==> config.mk <==
export PLATFORM = sky130hd
export DESIGN_NAME = can_rxq
export DESIGN_NICKNAME = d
export VERILOG_FILES = /design/src/rtl/can_rxq_pkg.sv /design/src/rtl/can_rxq_ctrl.sv /design/src/rtl/can_rxq_store.sv /design/src/rtl/can_rxq_ovr.sv /design/src/rtl/can_rxq.sv
export SDC_FILE = /design/constraint.sdc
export NUM_CORES = 1
export LEC_CHECK = 0
export CORE_MARGIN = 1.5
export CORE_UTILIZATION = 55
export CTS_CLUSTER_DIAMETER = 100
export DETAILED_ROUTE_END_ITERATION = 6
export DONT_BUFFER_PORTS = 1
export PLACE_DENSITY = 0.7
export SLEW_MARGIN = 40
export SYNTH_ARGS = -nofsm -noshare
export SYNTH_HDL_FRONTEND = slang
export SYNTH_HIERARCHICAL = 1
export SYNTH_SLANG_ARGS = --single-unit
==> constraint.sdc <==
create_clock -name clk -period 21.3 [get_ports clk]
set_input_delay 1.065 -clock clk [delete_from_list [all_inputs] [get_ports clk]]
set_output_delay 1.065 -clock clk [all_outputs]
set_load 0.02 [all_outputs]
==> src/rtl/can_rxq_pkg.sv <==
package can_rxq_pkg;
  localparam int ID_W   = 32;
  localparam int LEN_W  = 4;
  localparam int WORD_W = 32;

  typedef struct packed {
    logic [ID_W-1:0]   id;
    logic [LEN_W-1:0]  len;
    logic [WORD_W-1:0] lo;
    logic [WORD_W-1:0] hi;
  } frame_t;
endpackage

==> src/rtl/can_rxq_ctrl.sv <==
module can_rxq_ctrl #(
  parameter int DEPTH = 3,
  localparam int PW = (DEPTH > 1) ? $clog2(DEPTH) : 1,
  localparam int CW = $clog2(DEPTH + 1)
) (
  input  logic          clk,
  input  logic          rst_n,
  input  logic          wr_req,
  input  logic          rel_req,
  output logic          wr_en,
  output logic          lost,
  output logic [PW-1:0] wr_ptr,
  output logic [PW-1:0] rd_ptr,
  output logic [CW-1:0] count,
  output logic          is_full
);
  logic rel_eff;

  function automatic logic [PW-1:0] step_ptr(input logic [PW-1:0] p);
    return (p == PW'(DEPTH - 1)) ? '0 : p + PW'(1);
  endfunction

  assign is_full = (count == CW'(DEPTH));
  assign rel_eff = rel_req && (count != '0);
  assign wr_en   = wr_req && (!is_full || rel_eff);
  assign lost    = wr_req && is_full && !rel_eff;

  always_ff @(posedge clk) begin
    if (!rst_n) begin
      wr_ptr <= '0;
      rd_ptr <= '0;
      count  <= '0;
    end else begin
      if (wr_en)   wr_ptr <= step_ptr(wr_ptr);
      if (rel_eff) rd_ptr <= step_ptr(rd_ptr);
      unique case ({wr_en, rel_eff})
        2'b10:   count <= count + CW'(1);
        2'b01:   count <= count - CW'(1);
        default: count <= count;
      endcase
    end
  end
endmodule

==> src/rtl/can_rxq_store.sv <==
module can_rxq_store
  import can_rxq_pkg::*;
#(
  parameter int DEPTH = 3,
  localparam int PW = (DEPTH > 1) ? $clog2(DEPTH) : 1
) (
  input  logic          clk,
  input  logic          rst_n,
  input  logic          wr_en,
  input  logic [PW-1:0] wr_ptr,
  input  frame_t        wr_frame,
  input  logic [PW-1:0] rd_ptr,
  output frame_t        rd_frame
);
  frame_t slots [DEPTH];

  for (genvar g = 0; g < DEPTH; g++) begin : g_slot
    always_ff @(posedge clk) begin
      if (!rst_n)
        slots[g] <= '0;
      else if (wr_en && (wr_ptr == PW'(g)))
        slots[g] <= wr_frame;
    end
  end

  always_comb begin
    rd_frame = slots[0];
    for (int i = 1; i < DEPTH; i++)
      if (rd_ptr == PW'(i)) rd_frame = slots[i];
  end
endmodule

==> src/rtl/can_rxq_ovr.sv <==
module can_rxq_ovr (
  input  logic clk,
  input  logic rst_n,
  input  logic lost,
  input  logic clear,
  output logic flag
);
  always_ff @(posedge clk) begin
    if (!rst_n)     flag <= 1'b0;
    else if (lost)  flag <= 1'b1;
    else if (clear) flag <= 1'b0;
  end
endmodule

==> src/rtl/can_rxq.sv <==
module can_rxq
  import can_rxq_pkg::*;
#(
  parameter int DEPTH = 3,
  localparam int PW = (DEPTH > 1) ? $clog2(DEPTH) : 1,
  localparam int CW = $clog2(DEPTH + 1)
) (
  input  logic              clk,
  input  logic              rst_n,
  input  logic              in_valid,
  input  logic [ID_W-1:0]   in_id,
  input  logic [LEN_W-1:0]  in_len,
  input  logic [WORD_W-1:0] in_data_lo,
  input  logic [WORD_W-1:0] in_data_hi,
  input  logic              out_release,
  input  logic              ovr_clear,
  output logic              out_valid,
  output logic [ID_W-1:0]   out_id,
  output logic [LEN_W-1:0]  out_len,
  output logic [WORD_W-1:0] out_data_lo,
  output logic [WORD_W-1:0] out_data_hi,
  output logic [CW-1:0]     pend_count,
  output logic              full,
  output logic              overrun
);
  logic          wr_en, lost;
  logic [PW-1:0] wr_ptr, rd_ptr;
  frame_t        in_frame, head;

  // reserved bit 0 of the identifier word is dropped on entry
  assign in_frame = '{id: in_id & ~ID_W'(1), len: in_len, lo: in_data_lo, hi: in_data_hi};

  can_rxq_ctrl #(.DEPTH(DEPTH)) u_ctrl (
    .clk(clk), .rst_n(rst_n), .wr_req(in_valid), .rel_req(out_release),
    .wr_en(wr_en), .lost(lost), .wr_ptr(wr_ptr), .rd_ptr(rd_ptr),
    .count(pend_count), .is_full(full)
  );

  can_rxq_store #(.DEPTH(DEPTH)) u_store (
    .clk(clk), .rst_n(rst_n), .wr_en(wr_en), .wr_ptr(wr_ptr),
    .wr_frame(in_frame), .rd_ptr(rd_ptr), .rd_frame(head)
  );

  can_rxq_ovr u_ovr (
    .clk(clk), .rst_n(rst_n), .lost(lost), .clear(ovr_clear), .flag(overrun)
  );

  assign out_valid   = (pend_count != '0);
  assign out_id      = head.id;
  assign out_len     = head.len;
  assign out_data_lo = head.lo;
  assign out_data_hi = head.hi;
endmodule

==> results.toml <==
[setup_path]
cp.required_ps = 20240
critPathLaunchType = "flop"
critical_path_class = "reg -> out"
crit_chain = "buf_4 -> buf_6 -> mux2i_1 -> mux2i_1"
crit_path_frequent_cell = "mux2i_1"
cp.arrival_ps = 3510
end_kind = "primary output"
max_stage_delay_ps = 800
critPathMaxFanout = 66
slowest_stage = "dfxtp_4"

[sta]
fin_ws_ps = 16730
finalMaxSlewViolations = 0
tightest_slew_ps = 774
tns_ps = 0
min_period_ps = 4570
skew_ps = 5.98
setup_violations = 0
fmax_mhz = 219
period_share_pct = 21.5
relSlewSlack_pct = 48.4
finalHoldViolations = 0
rsz0062_at_grt = "false"

[min_path]
hp-class = "reg -> reg"

[detailed_routing]
wl_per_cell_microns = 20.1
first_pass_iters = 7
drtIter0Drc = 334
wl_microns = 27300
vias_per_cell = 5.58
vias = 7566
drc_errors = 16
antenna_left = 0

[synth]
synthCells = 1013
synth_area_per_cell_sq_um = 14.5
yosys-top-cells-count = "and2_1, mux2i_1, edfxtp_1"
synth_top_area_share_pct = 61.2
yosysSeqAreaShare_pct = 62.1
yosysUniqueCellTypes = 28
ys_async_sr_fraction_pct = 0
synth-seq-cells = 307
yosysTopAreaCell = "edfxtp_1"
synth_edf_count = 300
ys_top_cells_by_area = "edfxtp_1, mux2i_1, and2_1"
synth_area_sq_um = 14700
synth_ff_type = "edfxtp_1"
ys_warn_count = 6

[floorplan]
core-area_sq_um = 26100
pin_count = 210
rows = 59
die-area_sq_um = 27800
die_w_microns = 167
start_util_pct = 56.3
die_h_microns = 167

[grt]
antenna_found_initial = 0
first_global_vias = 7640
globalRouteTotalUtil_pct = 19.8
grt_max_degree = 67
overflow = 0
grt_pass1_wl_microns = 42600

[cts]
cts_buffers = 31
root_buffer = "clkbuf_16"
cts_resized = 0
clock_latency_ps = 540
numClockSinks = 307
clock_path_buffers = 3
cts_setup_buffers = 0
cts.clk_slew.worst_paths_ps = 60
tritoncts = "built"
htreeDepth = 1
ctsHoldBuffers = 0

[cells_and_area]
area_delta_synth_final_pct = 7.90
multi_input_area_sq_um = 5180
layout-drive-gt1-share_pct = 6.36
fin_nets = 1105
regArea_sq_um = 9160
num-fill-cells = 2020
antenna_cells = 0

[placement]
portBuffers = 0
gp_congestion = 0.684
pre_cts_slack_ps = 17270
place_hpwl_microns = 16100

[run_status]
status = "finished with violations"
failed_checks = "DRC"

[power_and_ir_drop]
max-vdd-ir-drop_v = 0.0000598
power.density_nw_per_um2 = 100
leakage_nw = 5.43

[job]
max_cap_viol_count = 0
-- power by group --
group	internal (mW)	total, mW	switching (mW)
Combinational	0.121	0.341	0.219
Clock	0.277	0.489	0.212
Sequential	0.722	0.759	0.0361
Total	1.12	1.59	0.467
-- path summary, 6_finish.rpt --
| check | start | to | slack (ps) | depth (start not counted) |
|---|---|---|---|---|
| worst max-delay path | u_ctrl/rd_ptr[0] | out_id[30] | 16730 | 4 |
| worst min-delay path | u_ctrl/wr_ptr[1] | u_ctrl/wr_ptr[1] | 550 | 2 |
| worst max register to register | u_ctrl/count[0] | u_store/slots[2][90] | 18050 | 8 |
| worst min register to register | u_ctrl/wr_ptr[1] | u_ctrl/wr_ptr[1] | 550 | 2 |
-- critical path, delay by kind of cell, from the launching register on --
| kind | cells | cell delay [ps] |
|---|---|---|
| buffers and inverters | 2 | 1340 |
| DFF | 1 | 800 |
| muxes | 2 | 680 |
-- metal layers --
metal  GRT usage, %  share of wire (%)
met5              0                  0
met4           4.55                1.8
met3           7.13                9.4
met2           35.8                 52
met1           22.3                 37
-- state kept, by name, summed over array words and instances, names as in the netlist --
| signal | count |
|---|---|
| u_ctrl/count | 2 |
| u_ctrl/rd_ptr | 2 |
| u_ctrl/wr_ptr | 2 |
| u_ovr/flag | 1 |
| u_store/slots | 300 |
-- layout by cell type (no fill, tap or decap), drive strengths merged, types with 3 or more instances in the layout --
cell type	synthesis	final
and2	302	302
buf	38	17
clkbuf	28	39
clkinv	0	14
conb	1	3
dfxtp	7	7
edfxtp	300	300
inv	4	4
mux2i	302	302
nand2	6	6
o21ai	6	6
-- cell families (layout without fill, tap and decap cells) --
| logic type | count (synthesis) | after routing | synth area share [%] |
|---|---|---|---|
| other cells | 1 | 3 | 0.0255 |
| mux | 302 | 302 | 20.5 |
| fa+ha+maj | 1 | 1 | 0.0850 |
| xor+xnor | 2 | 2 | 0.119 |
| buf+inv | 70 | 77 | 3.01 |
| flops | 307 | 307 | 62.1 |
| compound gates | 10 | 10 | 0.433 |
| simple gates | 320 | 320 | 13.6 |
-- stage by stage --
stage / instance area [sq um] / std cells / utilization (%) / hold WS, ps / total power [mW]
after floorplan: 14700 / 1015 / - / 468 / 1.08
after global placement: 14900 / 1297 / 56.9 / 516 / 1.11
after detailed placement: 14900 / 1300 / 57.2 / 541 / 1.12
after CTS: 15900 / 1356 / 60.7 / 549 / 1.61
after global routing: 15900 / 1357 / 60.8 / 600 / 1.66
final: 15900 / 1357 / 60.8 / 547 / 1.59
-- layout make-up --
cell class	instances	area share, %
repair buffers	17	1.25
well taps	335	2.64
inverters	4	0.0945
clock inverters	17	0.670
multi-input cells	638	32.6
flip-flops and latches	307	57.6
clock buffers	39	5.07
Power figures use the tool's default switching activity.
